File: src/rtl/rxf_pkg.sv
package rxf_pkg;
  typedef enum logic [1:0] {
    ST_HDR  = 2'd0,
    ST_EMIT = 2'd1,
    ST_PASS = 2'd2,
    ST_SKIP = 2'd3
  } rxf_state_e;
endpackage

File: src/rtl/rxf_addr_cmp.sv
module rxf_addr_cmp #(
  parameter int W  = 16,
  parameter int N  = 3,
  localparam int IW = (N > 1) ? $clog2(N) : 1
) (
  input  logic           clk,
  input  logic           rst_n,
  input  logic           beat,
  input  logic [IW-1:0]  idx,
  input  logic [W-1:0]   word,
  input  logic [N*W-1:0] addr,
  output logic           pass_now
);
  logic [W-1:0] aw [N];
  logic [W-1:0] diff_q, base, diff_now;
  logic         all_q;

  for (genvar g = 0; g < N; g++) begin : g_aw
    assign aw[g] = addr[g*W +: W];
  end

  // first word of each frame starts from a clean difference
  assign base     = (idx == '0) ? '0 : diff_q;
  assign diff_now = base | (word ^ aw[idx]);
  assign pass_now = all_q | (diff_now == '0);

  always_ff @(posedge clk or negedge rst_n) begin
    if (!rst_n) begin
      diff_q <= '0;
      all_q  <= 1'b0;
    end else if (beat) begin
      diff_q <= diff_now;
      if (idx == '0) all_q <= word[W-1] | aw[0][W-1];
    end
  end

  // an equal first word leaves a clean difference regardless of history
  p_first_word_clean_r9: assert property (@(posedge clk) disable iff (!rst_n)
    (beat && idx == '0 && word == aw[0]) |=> (diff_q == '0));

  // a set top bit on the first word raises the accept-all flag
  p_accept_all_flag_r3: assert property (@(posedge clk) disable iff (!rst_n)
    (beat && idx == '0 && word[W-1]) |=> all_q);
endmodule

File: src/rtl/rxf_hdr_buf.sv
module rxf_hdr_buf #(
  parameter int W  = 16,
  parameter int N  = 3,
  localparam int IW = (N > 1) ? $clog2(N) : 1
) (
  input  logic          clk,
  input  logic          wr,
  input  logic [IW-1:0] widx,
  input  logic [W-1:0]  wdata,
  input  logic [IW-1:0] ridx,
  output logic [W-1:0]  rdata
);
  logic [W-1:0] mem [N];

  for (genvar g = 0; g < N; g++) begin : g_slot
    always_ff @(posedge clk) begin
      if (wr && widx == IW'(g)) mem[g] <= wdata;
    end
  end

  assign rdata = mem[ridx];
endmodule

File: src/rtl/rxf_dst_filter.sv
module rxf_dst_filter
  import rxf_pkg::*;
#(
  parameter int W     = 16,
  parameter int N     = 3,
  parameter int CNT_W = 16,
  localparam int IW   = (N > 1) ? $clog2(N) : 1
) (
  input  logic             clk,
  input  logic             rst_n,
  input  logic [N*W-1:0]   sta_addr,
  input  logic             desc_avail,
  input  logic             in_valid,
  output logic             in_ready,
  input  logic [W-1:0]     in_data,
  input  logic             in_last,
  input  logic             in_ovr,
  output logic             out_valid,
  input  logic             out_ready,
  output logic [W-1:0]     out_data,
  output logic             out_last,
  output logic             frame_accept,
  output logic             frame_discard,
  output logic             rx_rearm,
  output logic             ovr_recover,
  output logic             miss_inc,
  output logic [CNT_W-1:0] missed_count
);
  localparam logic [IW-1:0] LAST_IDX = IW'(N - 1);

  rxf_state_e    st_q;
  logic [IW-1:0] idx_q;
  logic          beat, hdr_beat, pass_now;
  logic [W-1:0]  buf_data;

  always_comb begin
    unique case (st_q)
      ST_HDR, ST_SKIP: in_ready = 1'b1;
      ST_PASS:         in_ready = out_ready;
      default:         in_ready = 1'b0;
    endcase
  end

  assign beat      = in_valid & in_ready;
  assign hdr_beat  = beat & (st_q == ST_HDR);
  assign out_valid = (st_q == ST_EMIT) | ((st_q == ST_PASS) & in_valid);
  assign out_data  = (st_q == ST_EMIT) ? buf_data : in_data;
  assign out_last  = (st_q == ST_PASS) & in_last;

  rxf_addr_cmp #(.W(W), .N(N)) u_cmp (
    .clk      (clk),
    .rst_n    (rst_n),
    .beat     (hdr_beat),
    .idx      (idx_q),
    .word     (in_data),
    .addr     (sta_addr),
    .pass_now (pass_now)
  );

  rxf_hdr_buf #(.W(W), .N(N)) u_buf (
    .clk   (clk),
    .wr    (hdr_beat),
    .widx  (idx_q),
    .wdata (in_data),
    .ridx  (idx_q),
    .rdata (buf_data)
  );

  always_ff @(posedge clk or negedge rst_n) begin
    if (!rst_n) begin
      st_q          <= ST_HDR;
      idx_q         <= '0;
      frame_accept  <= 1'b0;
      frame_discard <= 1'b0;
      rx_rearm      <= 1'b0;
      ovr_recover   <= 1'b0;
      miss_inc      <= 1'b0;
      missed_count  <= '0;
    end else begin
      frame_accept  <= 1'b0;
      frame_discard <= 1'b0;
      rx_rearm      <= 1'b0;
      ovr_recover   <= 1'b0;
      miss_inc      <= 1'b0;
      unique case (st_q)
        ST_HDR: begin
          if (hdr_beat) begin
            if (in_last) begin
              frame_discard <= 1'b1;
              rx_rearm      <= 1'b1;
              ovr_recover   <= in_ovr;
              idx_q         <= '0;
            end else if (idx_q == LAST_IDX) begin
              idx_q <= '0;
              if (pass_now && desc_avail) begin
                frame_accept <= 1'b1;
                st_q         <= ST_EMIT;
              end else begin
                frame_discard <= 1'b1;
                rx_rearm      <= 1'b1;
                st_q          <= ST_SKIP;
                if (pass_now) begin
                  miss_inc     <= 1'b1;
                  missed_count <= missed_count + CNT_W'(1);
                end
              end
            end else begin
              idx_q <= idx_q + IW'(1);
            end
          end
        end
        ST_EMIT: begin
          if (out_ready) begin
            if (idx_q == LAST_IDX) begin
              idx_q <= '0;
              st_q  <= ST_PASS;
            end else begin
              idx_q <= idx_q + IW'(1);
            end
          end
        end
        default: begin
          if (beat && in_last) st_q <= ST_HDR;
        end
      endcase
    end
  end

  // never accept and drop together
  p_one_decision_r4: assert property (@(posedge clk) disable iff (!rst_n)
    $onehot0({frame_accept, frame_discard}));

  // a missed frame is also a drop with re-arm, and the count steps by one
  p_miss_is_drop_r6: assert property (@(posedge clk) disable iff (!rst_n)
    miss_inc |-> (frame_discard && rx_rearm));
  p_miss_count_step_r6: assert property (@(posedge clk) disable iff (!rst_n)
    miss_inc |-> (missed_count == $past(missed_count) + CNT_W'(1)));

  // acceptance needs a descriptor at decision time
  p_accept_needs_desc_r6: assert property (@(posedge clk) disable iff (!rst_n)
    frame_accept |-> $past(desc_avail));

  // overrun recovery only accompanies a drop
  p_ovr_with_drop_r5: assert property (@(posedge clk) disable iff (!rst_n)
    ovr_recover |-> (frame_discard && rx_rearm));

  // a stalled replay word is held
  p_replay_hold_r8: assert property (@(posedge clk) disable iff (!rst_n)
    (st_q == ST_EMIT && !out_ready) |=> $stable(out_data));
endmodule

File: config.mk
export PLATFORM = sky130hd
export DESIGN_NAME = rxf_dst_filter
export DESIGN_NICKNAME = d
export VERILOG_FILES = /design/src/rtl/rxf_pkg.sv /design/src/rtl/rxf_addr_cmp.sv /design/src/rtl/rxf_hdr_buf.sv /design/src/rtl/rxf_dst_filter.sv
export SDC_FILE = /design/constraint.sdc
export NUM_CORES = 1
export LEC_CHECK = 0
export BUFFER_PORTS_ARGS = -buffer_cell sky130_fd_sc_hd__clkbuf_2
export CAP_MARGIN = 20
export CELL_PAD_IN_SITES_DETAIL_PLACEMENT = 2
export CELL_PAD_IN_SITES_GLOBAL_PLACEMENT = 2
export CORE_ASPECT_RATIO = 0.7
export CORE_UTILIZATION = 37
export DETAILED_ROUTE_END_ITERATION = 16
export GPL_TIMING_DRIVEN = 0
export PLACE_DENSITY_LB_ADDON = 0.1
export SYNTH_ARGS = -nofsm -noshare
export SYNTH_HDL_FRONTEND = slang
export SYNTH_SLANG_ARGS = --single-unit
File: constraint.sdc
create_clock -name clk -period 4.4 [get_ports clk]
set_input_delay 0.88 -clock clk [delete_from_list [all_inputs] [get_ports clk]]
set_output_delay 0.88 -clock clk [all_outputs]
set_load 0.03 [all_outputs]
==> results.md <==
| Quantity | Value | Unit |
|:---|:---|:---|
| Cell area after technology mapping | 4563 | µm² |
| Highest clock rate | 0.2674 | GHz |
| Vias in the first global route | 3908 | - |
| Number of distinct standard cells referenced by the synthesized netlist | 46 | - |
| Crit path max fanout | 10 | - |
| Top-area cell type share of the netlist area | 31.59 | % |
| Library cell with the largest summed area after synthesis | sky130_fd_sc_hd__edfxtp_1 | - |
| Initial Util | 38.51 | % |
| Critical Path Sink Type | output port | - |
| Number of clock sinks seen by CTS | 89 | - |
| Sequential-to-total area share from yosys stat | 54.07 | % |
| Number of synthesized flops with an enable pin | 48 | - |
| Worst setup skew after layout | 0.007377 | ns |
| Post-route insts no fill | 666 | - |
| Arrival time at the worst endpoint | 2.86 | ns |
| DIE WIDTH | 134.7 | µm |
| Internal Pwr Total | 0.001956 | W |
| Number of warnings issued by yosys | 0 | - |
| Drt wl/cell | 21.31 | µm |
| DR iter-0 viols | 161 | - |
| Power density normalized to cell area | 583.5 | nW/µm² |
| Pre-CTS setup slack | 0.9942 | ns |
| Total number of vias | 3571 | - |
| Final Critical Period | 3.740 | ns |
| Adder-Cell Fraction of Synth Area | 1.097 | % |
| Total iterations of the first detailed-routing run | 5 | - |
| Total placed cells including tap cells | 649 | - |
| Share of total power in combinational logic | 44.0 | % |
| R2R setup slack | 1.17 | ns |
| Type of the most critical hold path | in2async | - |
| Gates resized, CTS repair | 0 | - |
| Number of setup violations in the final report | 0 | - |
| Total die area | 12790 | µm² |
| Number of antenna violations at the first check in global routing | 0 | - |
| CORE AREA | 11850 | µm² |
| Source-to-sink clock delay at the later pin of the worst-skew pair | 0.34 | ns |
| Depth of the worst register-to-register path | 8 | - |
| Clock root buffer master | sky130_fd_sc_hd__clkbuf_16 | - |
| Dominant combinational cell family by area after synthesis | simple AND/OR/NAND/NOR gates | - |
| DP Wirelength | 10.57 | mm |
| Count of buffers from port buffering | 110 | - |
| Most used standard cell by instance count after synthesis | sky130_fd_sc_hd__edfxtp_1 | - |
| Total routed wirelength | 14.19 | mm |
| Share of final-layout standard cells stronger than drive strength 1 | 33.40 | % |
| Total count of hold-check failures in the final report | 0 | - |
| Weighted congestion reported at the end of routability-driven placement | 0.7440 | - |
| R2r startpoint | idx_q[1]$_DFFE_PN0P_ | - |
| Net switching component of the power | 0.001325 | W |
| Fraction of power spent switching nets | 40.38 | % |
| Main synth FF type | sky130_fd_sc_hd__edfxtp_1 | - |
| Reg-to-Reg End | u_buf.mem[0][13]$_DFFE_PP_ | - |
| Most frequent cells after synthesis | sky130_fd_sc_hd__edfxtp_1 (48), sky130_fd_sc_hd__dfrtp_1 (41), sky130_fd_sc_hd__nand2_1 (37), sky130_fd_sc_hd__o21ai_0 (30), sky130_fd_sc_hd__mux2i_1 (29) | - |
| Run status | finished clean | - |
| Proportion of power drawn by the clock network | 21.6 | % |
| TritonCTS clock tree | done | - |
| Worst path required time | 3.52 | ns |
| Share of async-settable or async-resettable flops after synthesis | 46.07 | % |
| Worst-case vdd ir drop | 212.2 | µV |
| Vias/cell | 5.362 | - |
| Final setup TNS | 0 | ns |
| Number of H-tree branching levels | 3 | - |
| Multiplexer fraction of the synthesized cell area | 12.28 | % |
| Number of nets in the final layout | 579 | - |
| Number of rows in the core area | 33 | - |
| Wire length of the first global-routing pass | 21.91 | mm |
| Number of post-CTS setup repair buffers | 0 | - |
| Worst slew margin relative to its limit | 37.02 | % |
| Setup repair after global routing missed its margin | no | - |
| Total global routing overflow | 0 | - |
| Post-synthesis sequential element count | 89 | - |
| Portion of the clock cycle consumed by the worst path in the final layout | 84.99 | % |
| Drc violations | 0 | - |
| Path type of the worst setup path | reg2out | - |
| Simple-gate share of the synthesized area | 14.37 | % |
| Final antenna diode count | 0 | - |
| Maximum buffer depth of the clock tree | 2 | - |
| Part of the total power dissipated in sequential elements | 34.5 | % |
| Pin count of the biggest net entering global routing | 42 | - |
| Number of instances in the synthesized netlist | 381 | - |
| Startpoint class of the critical path | register | - |
| Total nets after synthesis | 456 | - |
| All-Layer GR Usage | 23.48 | % |
| Clock buffer count from CTS | 9 | - |
| Synthesized area per cell | 11.98 | µm² |
| Clock input transition at the sequential cells of the worst setup and hold paths | 0.06 | ns |
| Remaining antenna violation count after routing | 0 | - |
| Xor/xnor share of the synthesized area | 5.182 | % |
| Synth-to-Final Area Change | 23.22 | % |
| Number of pins with negative max-slew slack in the final report | 0 | - |
| Ranking of synthesized cells by area | sky130_fd_sc_hd__edfxtp_1 (32%), sky130_fd_sc_hd__dfrtp_1 (22%), sky130_fd_sc_hd__mux2i_1 (6.4%), sky130_fd_sc_hd__xnor2_1 (5.0%), sky130_fd_sc_hd__mux2_2 (4.9%) | - |
| Num ports | 111 | - |
| Max capacitance violation total | 0 | - |
| Hold bufs inserted after CTS | 0 | - |
| Synth Area in Compound Gates | 9.487 | % |
| Die Y-Extent | 94.92 | µm |
| P_leak | 2.361 | nW |
| Final setup margin | 0.6603 | ns |
| Worst Tran Pin Value | 0.9437 | ns |
==> worst max-delay path by stage <==
stage,end,start,cells past startpoint
6_report,out_data[14],idx_q[0]$_DFFE_PN0P_,8
5_1_grt,out_data[13],idx_q[0]$_DFFE_PN0P_,8
4_1_cts,out_data[14],idx_q[0]$_DFFE_PN0P_,8
3_5_place_dp,out_data[14],idx_q[0]$_DFFE_PN0P_,8
3_3_place_gp,out_data[7],idx_q[0]$_DFFE_PN0P_,8
2_1_floorplan,out_data[10],idx_q[0]$_DFFE_PN0P_,7
==> sequential cells by signal (all words and copies together), names as in the netlist <==
register      cells
u_buf.mem        48
missed_count     16
u_cmp.diff_q     16
idx_q             2
st_q              2
frame_accept      1
miss_inc          1
ovr_recover       1
rx_rearm          1
u_cmp.all_q       1
==> placed cells by master, fill, tap and decap left out, drive strengths merged, types with 6 or more instances in the layout <==
cell type	synthesis	final
nand3	11	11
xnor2	26	26
nand2b	6	6
edfxtp	48	48
buf	14	16
nor2b	11	11
mux2i	29	29
mux2	23	23
dfrtp	41	41
o21ai	31	31
and3	7	7
nor2	9	9
clkbuf	10	129
nand3b	9	9
nor4	7	7
nand2	38	38
==> cells by family after synthesis <==
| family | after synthesis |
|---|---|
| buffers and inverters | 29 |
| DFF | 89 |
| AOI/OAI and AO/OA | 63 |
| muxes | 52 |
| xor gates and xnor gates | 27 |
| and+or+nand+nor | 117 |
| adders and majority gates | 4 |
==> through the flow <==
| step | area, µm² | hold slack, ns | total power [W] | utilization (%) |
|---|---|---|---|---|
| global placement | 5310 | 0.4596 | 0.002509 | 44.81 |
| detailed placement | 5330 | 0.4710 | 0.002578 | 44.98 |
| floorplan | 4563 | 0.4489 | 0.002106 | - |
| global route | 5623 | 0.3847 | 0.003462 | 47.45 |
| finish | 5623 | 0.3875 | 0.003281 | 47.45 |
| CTS | 5603 | 0.4831 | 0.003315 | 47.28 |
==> layer usage <==
| layer | vias to the layer above | track usage, % | part of all wire, % |
|---|---|---|---|
| met3 | 9 | 4.348 | 3.7 |
| met5 | - | 0 | 0 |
| met1 | 1825 | 30.69 | 47 |
| met4 | 0 | 4.869 | 0.92 |
| met2 | 84 | 40.72 | 49 |
| li1 | 1653 | - | - |
==> power by group through the flow <==
| stage | combinational, W | sequential [W] | clock [W] |
|---|---|---|---|
| 6_report | 0.00144 | 0.00113 | 0.000708 |
| 5_1_grt | 0.00156 | 0.00115 | 0.000754 |
| 4_1_cts | 0.00146 | 0.00113 | 0.000725 |
| 3_5_place_dp | 0.00144 | 0.00114 | 0 |
| 3_3_place_gp | 0.00138 | 0.00113 | 0 |
| 2_1_floorplan | 0.000987 | 0.00112 | 0 |
==> worst max-delay path, cell delays in order, from the launching register on <==
cell	delay [ns]
sky130_fd_sc_hd__dfrtp_1	0.44
sky130_fd_sc_hd__buf_4	0.21
sky130_fd_sc_hd__buf_2	0.29
sky130_fd_sc_hd__buf_2	0.36
sky130_fd_sc_hd__buf_2	0.37
sky130_fd_sc_hd__mux2i_1	0.25
sky130_fd_sc_hd__o21ai_0	0.12
sky130_fd_sc_hd__mux2_2	0.29
sky130_fd_sc_hd__clkbuf_2	0.18
==> final cells by class <==
type | instances | area (µm²)
Tap cell | 157 | 196.4
Clock inverter | 7 | 47.55
Multi-Input combinational cell | 263 | 1941
Sequential cell | 89 | 2467
Timing Repair Buffer | 112 | 585.6
Clock buffer | 9 | 225.2
Inverter | 5 | 18.77
Fill cell | 1178 | 6227
Buffer | 24 | 141.4
Power figures use the tool's default switching activity.
